`src/rtl/gpio_irq_pkg.sv`:
```
package gpio_irq_pkg;
  localparam int ADDR_W = 4;
  localparam int DATA_W = 32;
  localparam int MODE_W = 3;
  localparam int LANE_W = 4;
  localparam int LANES_PER_REG = DATA_W / LANE_W;

  localparam logic [ADDR_W-1:0] OFS_EN    = 4'd0;
  localparam logic [ADDR_W-1:0] OFS_ST    = 4'd1;
  localparam logic [ADDR_W-1:0] OFS_PEND  = 4'd2;
  localparam logic [ADDR_W-1:0] OFS_CLR   = 4'd3;
  localparam logic [ADDR_W-1:0] OFS_MSET  = 4'd4;
  localparam logic [ADDR_W-1:0] OFS_MCLR  = 4'd5;
  localparam logic [ADDR_W-1:0] OFS_OUT   = 4'd6;
  localparam logic [ADDR_W-1:0] OFS_IN    = 4'd7;
  localparam logic [ADDR_W-1:0] OFS_DIR   = 4'd8;
  localparam logic [ADDR_W-1:0] OFS_MODE0 = 4'd9;
  localparam logic [ADDR_W-1:0] OFS_MODE1 = 4'd10;
  localparam logic [ADDR_W-1:0] OFS_SRST  = 4'd15;

  localparam logic [MODE_W-1:0] MD_FALL = 3'd0;
  localparam logic [MODE_W-1:0] MD_RISE = 3'd1;
  localparam logic [MODE_W-1:0] MD_LOW  = 3'd2;
  localparam logic [MODE_W-1:0] MD_HIGH = 3'd3;
  localparam logic [MODE_W-1:0] MD_BOTH = 3'd4;

  function automatic logic [ADDR_W-1:0] mode_ofs(input int pin);
    return (pin < LANES_PER_REG) ? OFS_MODE0 : OFS_MODE1;
  endfunction

  function automatic int mode_lane(input int pin);
    return (pin % LANES_PER_REG) * LANE_W;
  endfunction
endpackage

```
`src/rtl/gpio_sync.sv`:
```
module gpio_sync #(
  parameter int W      = 12,
  parameter int STAGES = 2
) (
  input  logic         clk,
  input  logic         rst,
  input  logic [W-1:0] d,
  output logic [W-1:0] q
);
  logic [W-1:0] chain [STAGES];

  always_ff @(posedge clk) begin
    if (rst) begin
      for (int s = 0; s < STAGES; s++) chain[s] <= '0;
    end else begin
      chain[0] <= d;
      for (int s = 1; s < STAGES; s++) chain[s] <= chain[s-1];
    end
  end

  assign q = chain[STAGES-1];
endmodule

```
`src/rtl/gpio_det.sv`:
```
module gpio_det
  import gpio_irq_pkg::*;
(
  input  logic              clk,
  input  logic              rst,
  input  logic              cfg_rst,
  input  logic              lvl,
  input  logic              en,
  input  logic [MODE_W-1:0] mode,
  input  logic              clr,
  output logic              st
);
  logic prev;
  logic hit;

  always_ff @(posedge clk) begin
    if (rst) prev <= 1'b0;
    else     prev <= lvl;
  end

  always_comb begin
    case (mode)
      MD_FALL: hit = prev & ~lvl;
      MD_RISE: hit = ~prev & lvl;
      MD_LOW:  hit = ~lvl;
      MD_HIGH: hit = lvl;
      MD_BOTH: hit = prev ^ lvl;
      default: hit = 1'b0;
    endcase
  end

  // a new event wins over a clear strobe in the same cycle
  always_ff @(posedge clk) begin
    if (rst || cfg_rst)  st <= 1'b0;
    else if (en && hit)  st <= 1'b1;
    else if (clr)        st <= 1'b0;
  end

  AST_EVT_NEEDS_EN: assert property (@(posedge clk) disable iff (rst)
    $rose(st) |-> $past(en));
  AST_LEVEL_RESET: assert property (@(posedge clk) disable iff (rst)
    (en && !cfg_rst && mode == MD_HIGH && lvl) |=> st);
  AST_CLR_DROPS: assert property (@(posedge clk) disable iff (rst)
    (clr && !en) |=> !st);
endmodule

```
`src/rtl/gpio_irq_ctrl.sv`:
```
module gpio_irq_ctrl
  import gpio_irq_pkg::*;
#(
  parameter int NPINS = 12
) (
  input  logic              clk,
  input  logic              rst,
  input  logic [ADDR_W-1:0] bus_addr,
  input  logic              bus_we,
  input  logic [DATA_W-1:0] bus_wdata,
  output logic [DATA_W-1:0] bus_rdata,
  input  logic [NPINS-1:0]  pin_in,
  output logic [NPINS-1:0]  pin_out,
  output logic [NPINS-1:0]  pin_oe,
  output logic              irq_out
);
  localparam int SYNC_STAGES = 2;

  logic [NPINS-1:0]  en_q, mask_q, out_q, dir_q;
  logic [MODE_W-1:0] mode_q [NPINS];
  logic              soft_q;
  logic [NPINS-1:0]  lvl, st, clr_vec, pend;
  logic [NPINS-1:0]  wr_bits;
  logic [DATA_W-1:0] mode0_word, mode1_word, rd_mux;
  logic              irq_q;
  logic              cfg_hold;
  logic              unused_wdata;

  assign wr_bits      = bus_wdata[NPINS-1:0];
  assign cfg_hold     = rst || soft_q;
  assign unused_wdata = &{1'b0, bus_wdata};

  gpio_sync #(.W(NPINS), .STAGES(SYNC_STAGES)) u_sync (
    .clk(clk), .rst(rst), .d(pin_in), .q(lvl)
  );

  always_ff @(posedge clk) begin
    if (rst)                              soft_q <= 1'b0;
    else if (bus_we && bus_addr == OFS_SRST) soft_q <= bus_wdata[0];
  end

  always_ff @(posedge clk) begin
    if (cfg_hold) begin
      en_q   <= '0;
      mask_q <= '0;
      out_q  <= '0;
      dir_q  <= '0;
    end else if (bus_we) begin
      case (bus_addr)
        OFS_EN:   en_q   <= wr_bits;
        OFS_MSET: mask_q <= mask_q | wr_bits;
        OFS_MCLR: mask_q <= mask_q & ~wr_bits;
        OFS_OUT:  out_q  <= wr_bits;
        OFS_DIR:  dir_q  <= wr_bits;
        default:  ;
      endcase
    end
  end

  always_ff @(posedge clk) begin
    if (cfg_hold) begin
      for (int i = 0; i < NPINS; i++) mode_q[i] <= '0;
    end else if (bus_we) begin
      for (int i = 0; i < NPINS; i++)
        if (bus_addr == mode_ofs(i)) mode_q[i] <= bus_wdata[mode_lane(i) +: MODE_W];
    end
  end

  assign clr_vec = (bus_we && bus_addr == OFS_CLR) ? wr_bits : '0;

  for (genvar g = 0; g < NPINS; g++) begin : g_det
    gpio_det u_det (
      .clk(clk), .rst(rst), .cfg_rst(soft_q), .lvl(lvl[g]),
      .en(en_q[g]), .mode(mode_q[g]), .clr(clr_vec[g]), .st(st[g])
    );
  end

  assign pend = st & en_q & ~mask_q;

  always_ff @(posedge clk) begin
    if (rst) irq_q <= 1'b0;
    else     irq_q <= |pend;
  end

  always_comb begin
    mode0_word = '0;
    mode1_word = '0;
    for (int i = 0; i < NPINS; i++) begin
      if (mode_ofs(i) == OFS_MODE0) mode0_word[mode_lane(i) +: MODE_W] = mode_q[i];
      else                          mode1_word[mode_lane(i) +: MODE_W] = mode_q[i];
    end
  end

  always_comb begin
    case (bus_addr)
      OFS_EN:    rd_mux = DATA_W'(en_q);
      OFS_ST:    rd_mux = DATA_W'(st);
      OFS_PEND:  rd_mux = DATA_W'(pend);
      OFS_MSET:  rd_mux = DATA_W'(mask_q);
      OFS_OUT:   rd_mux = DATA_W'(out_q);
      OFS_IN:    rd_mux = DATA_W'(lvl);
      OFS_DIR:   rd_mux = DATA_W'(dir_q);
      OFS_MODE0: rd_mux = mode0_word;
      OFS_MODE1: rd_mux = mode1_word;
      OFS_SRST:  rd_mux = DATA_W'(soft_q);
      default:   rd_mux = '0;
    endcase
  end

  always_ff @(posedge clk) begin
    if (rst) bus_rdata <= '0;
    else     bus_rdata <= rd_mux;
  end

  assign pin_out = out_q;
  assign pin_oe  = dir_q;
  assign irq_out = irq_q;

  AST_MASK_SET: assert property (@(posedge clk) disable iff (rst)
    (bus_we && bus_addr == OFS_MSET && !soft_q) |=>
      ((mask_q & $past(wr_bits)) == $past(wr_bits)));
  AST_FULL_MASK_QUIET: assert property (@(posedge clk) disable iff (rst)
    (bus_we && bus_addr == OFS_MSET && !soft_q && wr_bits == '1) |=> ##1 !irq_out);
  AST_ST_HIGH_ZERO: assert property (@(posedge clk) disable iff (rst)
    (bus_addr == OFS_ST) |=> (bus_rdata >> NPINS) == '0);
  AST_SOFT_HOLD: assert property (@(posedge clk) disable iff (rst)
    soft_q |=> (dir_q == '0 && en_q == '0 && mask_q == '0 && st == '0));
endmodule

```
`config.mk`:
```
export PLATFORM = sky130hd
export DESIGN_NAME = gpio_irq_ctrl
export DESIGN_NICKNAME = d
export VERILOG_FILES = /design/src/rtl/gpio_irq_pkg.sv /design/src/rtl/gpio_sync.sv /design/src/rtl/gpio_det.sv /design/src/rtl/gpio_irq_ctrl.sv
export SDC_FILE = /design/constraint.sdc
export NUM_CORES = 1
export LEC_CHECK = 0
export BUFFER_PORTS_ARGS = -buffer_cell sky130_fd_sc_hd__buf_2
export CORE_ASPECT_RATIO = 0.9
export CORE_MARGIN = 8
export CORE_UTILIZATION = 55
export DETAILED_ROUTE_END_ITERATION = 8
export PLACE_DENSITY = 0.82
export SLEW_MARGIN = 30
export SYNTH_ARGS = -nofsm -noshare
export SYNTH_HDL_FRONTEND = slang
export SYNTH_SLANG_ARGS = --single-unit
```
`constraint.sdc`:
```
create_clock -name clk -period 2.2 [get_ports clk]
set_clock_uncertainty 0.1 [all_clocks]
set_input_delay 0.33 -clock clk [delete_from_list [all_inputs] [get_ports clk]]
set_output_delay 0.33 -clock clk [all_outputs]
set_load 0.03 [all_outputs]
```
# Word-level counts from Yosys, hierarchy flattened
# Memories as Yosys holds them, arrays and structs flattened.
# Index checks and enable logic that the tools add are counted.
[op_classes]
muxes = 66
bitwise_logic = 80
n_eq_ne = 59
n_reduce_logical = 46
[ops]
columns = ["cell", "count"]
rows = [
  ["$pmux W31 S10", 1],
  ["$eq A3 B2 Y1 const B", 24],
  ["$pmux W1 S5", 12],
  ["$mux W1", 37],
  ["$and A12 B12 Y12", 3],
  ["$eq A3 B1 Y1 const B", 12],
  ["$eq A3 B3 Y1 const B", 12],
  ["$logic_not A3 Y1", 12],
  ["$mux W12", 3],
  ["$mux W3", 12],
  ["$reduce_bool A2 Y1", 13],
  ["$and A1 B1 Y1", 24],
  ["$not A1 Y1", 24],
  ["$not A12 Y12", 2],
  ["$pmux W12 S2", 1],
  ["$eq A4 B3 Y1 const B", 4],
  ["$eq A4 B4 Y1 const B", 4],
  ["$logic_and A1 B1 Y1", 14],
  ["$or A1 B1 Y1", 14],
  ["$or A12 B12 Y12", 1],
  ["$reduce_or A12 Y1", 1],
  ["$xor A1 B1 Y1", 12],
  ["$eq A4 B2 Y1 const B", 2],
  ["$reduce_and A2 Y1", 4],
  ["other kinds (3)", 3],
]
[totals]
out_inout_bits = 57
ram_bits = 60
register_bits = 106
memories = 2
elab_cells = 284
[mem_list]
columns = ["memory", "depth", "width", "read_ports", "rd_clocked_by_memory_dff", "write_ports", "line_no", "text"]
rows = [
  ["mode_q", 12, 3, 12, 0, 12, "gpio_irq_ctrl.sv:20", "logic [MODE_W-1:0] mode_q [NPINS];"],
  ["u_sync.chain", 2, 12, 2, 0, 2, "gpio_sync.sv:10", "logic [W-1:0] chain [STAGES];"],
]

# Depth between registers and ports, before layout
# Gate-level depths: netlist of run 1.
[depth]
depth_word = 6
depth_mapped = 7
depth_no_buf = 6

# Hierarchy
# From an unflattened synthesis of run 1, not the netlist that was laid out.
[unflattened]
hier_cells = 773
hier_area_um2 = 7634.8
[modules_own_cells]
columns = ["mod", "area_each_um2", "n_inst", "cells_each"]
rows = [
  ["gpio_irq_ctrl", 5139.9, 1, 507],
  ["gpio_det", 142.6, 12, 17],
  ["gpio_sync", 783.3, 1, 62],
]

# Worst setup path after synthesis of run 1
# No wires, ideal clock.
[synth_path]
kind = "input to register"
from = "input rst"
to = "memory mode_q[0][0], enable pin"
path_slack_ns = 0.235
cell_stages = 4
t_arrival_ns = 1.440
required_time_ns = 1.675
path_cell_list = "nor2_1 -> clkbuf_1 -> clkbuf_1 -> nand2_1"
[synth_rtl]
columns = ["element", "line_no", "text"]
rows = [
  ["from (decl)", "gpio_irq_ctrl.sv:7", "input logic rst,"],
  ["to (decl)", "gpio_irq_ctrl.sv:20", ""],
]

==> flow_summary.yaml, run 1 <==
detailed_routing:
  dr.pass1.iters: 5
  drc: 0
  ant_nets: 0
  drt_iter0_markers: 668
  via_count: 6139
  post_drt_wl_per_cell_um: 19.5
  wl_mm: 20.2
  viasPerCell: 5.91
yosys:
  syn_inst: 751
  synth.top_cells.by_area: "dfxtp_1, edfxtp_1, mux2i_1"
  ys_warn_count: 0
  synth-seq-cells: 161
  avgSynthCellArea_um2: 10.1
  ys_seq_area_share_pct: 47.4
  synth_flop_cell: "dfxtp_1"
  synth_edf_count: 36
  ys_async_sr_fraction_pct: 0
  synth_top_cell_by_area: "dfxtp_1"
  synth_top_area_share_pct: 33.1
  ys_types: 74
  mappedNetlistArea_um2: 7560
run_status:
  outcome: "finished, final reports clean"
clock_network:
  hold_buffers: 6
  cts_setup_buffers: 0
  cts_resized: 0
  clockRootBuffer: "clkbuf_16"
  cts.clk_slew.worst_paths_ns: 0.06
  htreeDepth: 4
  cts_made_buffers: 17
  cts_tree: "done"
  clock_path_buffers: 2
  worstSkewPairLatency_ns: 0.43
  cts_sinks: 161
global_routing:
  antenna_found_initial: 0
  grt_pass1_wl_mm: 32.0
  grt_start_max_net_pins: 39
  grt_pass1_vias: 5995
  grt_usage_pct: 23.0
  gr-total-overflow: 0
layout:
  final_core_util_pct: 66.1
  final_common_cell: "dfxtp_1"
  final_cell_count_no_fill: 1038
  final_cell_mix: "dfxtp_1, buf_2, nor2_1"
  nets: 932
  drive_above_1_share_pct: 22.2
  area_delta_synth_final_pct: 17.3
  diodes: 0
floorplanning:
  rows: 40
  die_w_um: 140
  placeableCoreArea_um2: 13400
  die-area_um2: 17800
  start_util_pct: 56.4
  ioPinCount: 108
  die-height_um: 127
sta:
  period_share_pct: 82.6
  worstMarginPinSlew_ns: 0.660
  period_needed_ns: 1.82
  fmaxAchievable_mhz: 550
  fin_tns_setup_ns: 0
  hold_viol: 0
  finalMaxSlewViolations: 0
  finalSetupViolCount: 0
  slew_headroom_pct: 56.0
  rsz0062_at_grt: "false"
pwr:
  clkPwrFrac_pct: 43.4
  leakage_nw: 3.67
  power.share.combinational_pct: 8.1
  intPower_mw: 4.84
  powerDensity_nw_per_um2: 737
  power_switching_mw: 1.69
  switching_share_pct: 25.9
  pwr-share-seq_pct: 48.5
  ir_worst_vdd_mv: 0.610
critical_path:
  cp-start-kind: "register"
  r2r_start: "u_sync.chain[0][15]"
  crit_arrival_ns: 2.09
  startpoint: "u_sync.chain[0][15]"
  cp_max_fo: 4
  crit_type: "register to register"
  critPathRequiredTime_ns: 2.47
  end_kind: "register"
placed_design:
  dp.cells: 1000
  gp_congestion: 0.934
  dp_hpwl_mm: 14.4
  io_buffers: 97
worst_hold_path:
  holdCritStartpoint: "pin_in[3]"
  hold_path.class: "primary input to register"
flow_run:
  cap_violations: 0
## registers in the layout, summed over array words and instances, names as in the netlist, named ones only
signal / cells
bus_rdata: 27
en_q: 12
g_det.u_det.prev: 12
g_det.u_det.st: 12
irq_out: 1
mode_q: 36
pin_oe: 12
pin_out: 12
soft_q: 1
u_sync.chain: 24
## metal layers
layer	GRT usage (%)	vias up	wire, um
li1	-	2881	-
met1	28.0	2955	8350
met2	39.1	264	9820
met3	5.32	39	1660
met4	8.67	0	386
met5	0	-	0
## worst paths after layout
kind	end	slack (ns)	cells after the start
max	g_det[3].u_det.st	0.38	4
min reg2reg	u_sync.chain[0][16]	0.34	1
max reg2reg	g_det[3].u_det.st	0.38	4
min	u_sync.chain[0][3]	0.01	2
## cells by family after synthesis
group,count (synthesis),synth area share [%]
adders and majority gates,24,3.97
buffers and inverters,82,5.54
other,1,0.0496
DFF,161,47.4
xor gates and xnor gates,11,1.27
AOI/OAI and AO/OA,148,13.4
and+or+nand+nor,272,21.3
muxes,52,7.07
## worst max-delay path: stages, from the launching register on
cell     delay (ns)
dfxtp_1        0.45
ha_1           0.28
or4b_2         0.60
o21ai_0        0.14
a31o_2         0.20
## cell usage after synthesis, types with 6 or more instances
| master | n |
|---|---|
| mux2i_1 | 41 |
| xor2_1 | 7 |
| and3_1 | 8 |
| nand2_1 | 33 |
| inv_1 | 33 |
| a22oi_1 | 8 |
| nor4b_1 | 7 |
| ha_1 | 24 |
| nor2b_1 | 26 |
| a22o_1 | 12 |
| a211oi_1 | 11 |
| buf_2 | 14 |
| and2_1 | 47 |
| nor3b_1 | 11 |
| nand2b_1 | 9 |
| mux2_2 | 10 |
| buf_6 | 6 |
| edfxtp_1 | 36 |
| clkbuf_1 | 12 |
| a32oi_1 | 9 |
| buf_4 | 12 |
| nand3_1 | 24 |
| nand3b_1 | 8 |
| a21oi_1 | 35 |
| nor2_1 | 52 |
| dfxtp_1 | 125 |
| o21ai_0 | 33 |
| nor3_1 | 14 |
## power by group through the flow
stage	Clock [mW]	Combinational, mW	Sequential (mW)
after global routing	3.01	0.571	3.18
after floorplan	0	0.322	3.23
after global placement	0	0.499	3.23
final	2.84	0.528	3.17
after detailed placement	0	0.510	3.23
after CTS	2.88	0.522	3.17
## per-stage QoR
step	hold WS, ns	power (mW)	area, um^2	worst slack, ns
final	0.0146	6.54	8870	0.383
after global placement	0.317	3.73	8240	0.213
after floorplan	0.314	3.55	7570	0.235
after CTS	0.00486	6.57	8870	0.397
after global routing	0.0222	6.76	8870	0.297
after detailed placement	0.324	3.74	8240	0.154
## area by class of cell
type                            instances  area, um^2
Sequential cell                       161        3580
Timing Repair Buffer                  132         813
Tap cell                              168         210
Clock buffer                           18         450
Multi-Input combinational cell        512        3570
Fill cell                            1103        4540
Clock inverter                         14         118
Inverter                               33         124
No activity file was read; power rests on OpenSTA's default activity.
==> inputs of run 2 (changes only) <==
==> constraint.sdc (replaced) <==
create_clock -name clk -period 1.7 [get_ports clk]
set_clock_uncertainty 0.1 [all_clocks]
set_input_delay 0.255 -clock clk [delete_from_list [all_inputs] [get_ports clk]]
set_output_delay 0.255 -clock clk [all_outputs]
set_load 0.03 [all_outputs]
==> flow_summary.yaml, run 2 (synthesis gave the netlist of run 1 again) <==
run_status:
  outcome: "finished, final reports clean"
detailed_routing:
  ant_nets: 0
  drt_iter0_markers: 692
  post_drt_wl_per_cell_um: 18.8
  viasPerCell: 5.74
  wl_mm: 20.6
  via_count: 6283
  dr.pass1.iters: 5
  drc: 0
layout:
  largest_reg_flops: 36
  top_regs: "mode_q: 36 flops, bus_rdata: 27 flops, u_sync.chain: 24 flops"
  final_common_cell: "dfxtp_1"
  nets: 989
  area_delta_synth_final_pct: 25.3
  drive_above_1_share_pct: 25.6
  top_register: "mode_q"
  final_core_util_pct: 70.6
  final_cell_mix: "dfxtp_1, buf_2, buf_4"
  diodes: 0
clock_network:
  clockRootBuffer: "clkbuf_16"
  cts_sinks: 161
  cts_made_buffers: 17
  htreeDepth: 4
  cts_tree: "done"
  cts.clk_slew.worst_paths_ns: 0.06
  clock_path_buffers: 2
  cts_setup_buffers: 0
  worstSkewPairLatency_ns: 0.43
floorplanning:
  die-area_um2: 17800
  ioPinCount: 108
  die-height_um: 127
  rows: 40
  die_w_um: 140
  placeableCoreArea_um2: 13400
  start_util_pct: 56.4
placed_design:
  gp_congestion: 0.952
  io_buffers: 97
  dp_hpwl_mm: 14.9
critical_path:
  crit_path_top_delay_cell: "or4b_2"
  path_buf_inv: 1
  cp-start-kind: "register"
  slowest_delay_ns: 0.62
  cp_max_fo: 2
  crit_arrival_ns: 1.92
  crit_chain: "inv_1 > ha_1 > or4b_2 > o21ai_2 > a31o_2"
  cp_top_family: "simple AND/OR/NAND/NOR gates"
  critPathRequiredTime_ns: 1.98
  crit_type: "register to register"
  end_kind: "register"
pwr:
  leakage_nw: 3.98
  power.share.combinational_pct: 9.2
  intPower_mw: 6.64
  power_switching_mw: 2.15
  ir_worst_vdd_mv: 0.878
  switching_share_pct: 24.5
  total_power_mw: 8.79
  pwr-share-seq_pct: 46.6
  powerDensity_nw_per_um2: 928
  clkPwrFrac_pct: 44.2
global_routing:
  antenna_found_initial: 0
  grt_pass1_vias: 6358
  gr-total-overflow: 0
  grt_start_max_net_pins: 38
  grt_usage_pct: 23.4
  grt_pass1_wl_mm: 32.7
sta:
  finalSetupViolCount: 0
  fin_tns_setup_ns: 0
  finalMaxSlewViolations: 0
  hold_viol: 0
  fmaxAchievable_mhz: 609
  period_share_pct: 96.6
  period_needed_ns: 1.64
flow_run:
  cap_violations: 0
worst_hold_path:
  hold_path.class: "primary input to register"
-- run 2: worst reg2reg max path, stage by stage (launching register included) --
cell	delay, ns
dfxtp_1	0.33
inv_1	0.04
ha_1	0.27
or4b_2	0.62
o21ai_2	0.08
a31o_2	0.15
-- run 2: what timing repair did --
action	4_1_cts	5_1_grt
gates resized for setup	5	10
hold endpoints to repair	26	0
endpoints found under the setup margin	3	5
pin swaps	0	0
hold buffers	26	0
-- run 2: per-stage QoR --
stage               hold WS, ns  instances  setup WS [ns]  area, um^2
finish                   0.0175       1095         0.0586        9470
global route             0.0110       1095       -0.00446        9470
CTS                     0.00254       1095        0.00125        9450
detailed placement        0.326       1037        -0.0360        8570
global placement          0.317       1037         0.0129        8570
floorplan                 0.252        755        -0.0303        7580
-- run 2: final timing paths --
kind | start | endpoint | slack [ns] | cells after the start
worst min-delay path | bus_wdata[30] | mode_q[1][11] | 0.02 | 2
worst max-delay path | g_det[11].u_det.prev | g_det[11].u_det.st | 0.06 | 5
worst max register to register | g_det[11].u_det.prev | g_det[11].u_det.st | 0.06 | 5
worst min register to register | u_sync.chain[0][10] | u_sync.chain[0][22] | 0.34 | 1
-- run 2: cell type report --
type / instances / area (um^2)
clock inverters: 13 / 150
clock buffers: 19 / 454
fillers: 1046 / 3940
inverters: 33 / 124
repair buffers: 189 / 1340
flip-flops and latches: 161 / 3590
multi-input cells: 512 / 3610
well taps: 168 / 210
-- run 2: power groups by stage --
stage | Combinational (mW) | Sequential [mW] | Clock, mW
after floorplan | 0.417 | 4.17 | 0
after global placement | 0.726 | 4.17 | 0
after detailed placement | 0.742 | 4.18 | 0
after CTS | 0.795 | 4.09 | 3.94
after global routing | 0.868 | 4.11 | 4.08
final | 0.808 | 4.10 | 3.88
-- run 2: per-layer routing --
layer / GRT usage (%) / part of all wire [%] / vias up
li1: - / - / 2994
met1: 27.5 / 40 / 2982
met2: 40.2 / 49 / 262
met3: 6.11 / 8.5 / 45
met4: 9.50 / 2.4 / 0
met5: 0 / 0 / -
==> inputs of run 3 (changes only) <==
--- a/config.mk
+++ b/config.mk
@@ -9,8 +9,10 @@
 export CORE_ASPECT_RATIO = 0.9
 export CORE_MARGIN = 8
 export CORE_UTILIZATION = 55
+export CTS_CLUSTER_SIZE = 28
 export DETAILED_ROUTE_END_ITERATION = 8
 export PLACE_DENSITY = 0.82
+export REMOVE_ABC_BUFFERS = 1
 export SLEW_MARGIN = 30
 export SYNTH_ARGS = -nofsm -noshare
 export SYNTH_HDL_FRONTEND = slang
==> constraint.sdc (replaced) <==
create_clock -name clk -period 1.7 [get_ports clk]
set_clock_uncertainty 0.1 [all_clocks]
set_input_delay 0.085 -clock clk [delete_from_list [all_inputs] [get_ports clk]]
set_output_delay 0.085 -clock clk [all_outputs]
set_load 0.03 [all_outputs]
==> flow_summary.yaml, run 3 (synthesis gave the netlist of run 1 again) <==
run_status:
  outcome: "finished, final reports clean"
detailed_routing:
  ant_nets: 0
  dr.pass1.iters: 6
  via_count: 6429
  drc: 0
  wl_mm: 21.3
  post_drt_wl_per_cell_um: 19.3
  viasPerCell: 5.83
  drt_iter0_markers: 652
sta:
  hold_viol: 0
  setup_slack_ns: 0.0481
  fin_tns_setup_ns: 0
  holdWs_ns: 0.0701
  finalSetupViolCount: 0
  period_needed_ns: 1.65
  finalMaxSlewViolations: 0
  fmaxAchievable_mhz: 605
  period_share_pct: 97.2
placed_design:
  gp_congestion: 0.935
  dp_hpwl_mm: 14.7
  io_buffers: 97
  dp_slack_ns: -0.0136
floorplanning:
  start_util_pct: 56.4
  placeableCoreArea_um2: 13400
  die-height_um: 127
  ioPinCount: 108
  rows: 40
  die-area_um2: 17800
  die_w_um: 140
layout:
  largest_reg_flops: 36
  final_cell_mix: "dfxtp_1, buf_2, buf_4"
  final_core_util_pct: 70.7
  top_register: "mode_q"
  drive_above_1_share_pct: 24.4
  nets: 996
  final_common_cell: "dfxtp_1"
  top_regs: "mode_q: 36 flops, bus_rdata: 27 flops, u_sync.chain: 24 flops"
  area_delta_synth_final_pct: 25.5
pwr:
  leakage_nw: 3.97
  powerDensity_nw_per_um2: 924
  power.share.combinational_pct: 9.3
  total_power_mw: 8.76
  intPower_mw: 6.67
  ir_worst_vdd_mv: 0.724
  clkPwrFrac_pct: 44.0
  switching_share_pct: 23.9
  power_switching_mw: 2.09
  pwr-share-seq_pct: 46.7
clock_network:
  clockRootBuffer: "clkbuf_16"
  cts_tree: "done"
  clock_path_buffers: 2
  worstSkewPairLatency_ns: 0.42
  cts_setup_buffers: 0
  cts_made_buffers: 17
  htreeDepth: 4
  cts.clk_slew.worst_paths_ns: 0.06
  cts_sinks: 161
global_routing:
  antenna_found_initial: 0
  grt_usage_pct: 23.9
  grt_pass1_vias: 6342
  grt_start_max_net_pins: 38
  gr-total-overflow: 0
  grt_pass1_wl_mm: 33.5
critical_path:
  rrSetupSlack_ns: 0.05
  crit_type: "register to register"
  crit_arrival_ns: 1.92
  cp_max_fo: 2
  critPathRequiredTime_ns: 1.97
  cp-start-kind: "register"
  end_kind: "register"
flow_run:
  cap_violations: 0
worst_hold_path:
  hold_path.class: "primary input to register"
[run 3: cell count changes in the layout (fill, tap and decap cells not counted), moves of 2 or more]
| cell | before | now |
|---|---|---|
| buf_12 | 8 | 3 |
| buf_4 | 58 | 54 |
| clkinv_4 | 5 | 1 |
| clkinvlp_4 | 1 | 4 |
| dfxtp_1 | 122 | 118 |
| dfxtp_2 | 3 | 7 |
| dlygate4sd3_1 | 26 | 41 |
| inv_6 | 4 | 1 |
| o21ai_1 | 2 | 4 |
| o21ai_2 | 4 | 2 |
| or4b_2 | 1 | 3 |
| or4b_4 | 3 | 1 |
[run 3: what timing repair did]
| item | in CTS | in global routing |
|---|---|---|
| resized for setup | 2 | 15 |
| hold buffers | 41 | 0 |
| pin swaps | 0 | 0 |
| endpoints found under the setup margin | 1 | 6 |
| endpoints found under the hold margin | 100 | 0 |
[run 3: routing by layer]
metal	global-route usage, %	share of wire [%]	wire length, um
met2	38.1	45	9650
met1	30.1	41	8760
met4	9.63	2.7	570
met5	0	0	0
met3	6.81	11	2290
[run 3: path summary, 6_finish.rpt]
check	from	endpoint	cells after the start
max	g_det[11].u_det.prev	g_det[11].u_det.st	5
min	bus_we	mode_q[0][10]	2
max reg2reg	g_det[11].u_det.prev	g_det[11].u_det.st	5
min reg2reg	u_sync.chain[0][5]	u_sync.chain[0][17]	1
[run 3: layout make-up]
cell class | instances | area, um^2
Multi-Input combinational cell | 512 | 3590
Timing Repair Buffer | 196 | 1380
Antenna cell | 1 | 2.50
Inverter | 33 | 124
Fill cell | 989 | 3930
Tap cell | 168 | 210
Clock inverter | 13 | 161
Sequential cell | 161 | 3590
Clock buffer | 19 | 433
[run 3: metrics by stage]
step / area (um^2) / std cells
floorplan: 7280 / 706
global placement: 8450 / 1029
detailed placement: 8450 / 1029
CTS: 9450 / 1102
global route: 9480 / 1102
finish: 9490 / 1103
[run 3: worst max-delay path, stage by stage, from the launching register on]
cell and delay (ns):
dfxtp_2 0.33, inv_1 0.04, ha_1 0.27, or4b_2 0.60, o21ai_1 0.10, a31o_2 0.16
[run 3: power by group through the flow]
stage	clock network [mW]	logic, mW	registers (mW)
2_1_floorplan	0	0.313	4.17
3_3_place_gp	0	0.700	4.17
3_5_place_dp	0	0.717	4.18
4_1_cts	3.90	0.793	4.09
5_1_grt	4.04	0.869	4.11
6_report	3.85	0.814	4.10
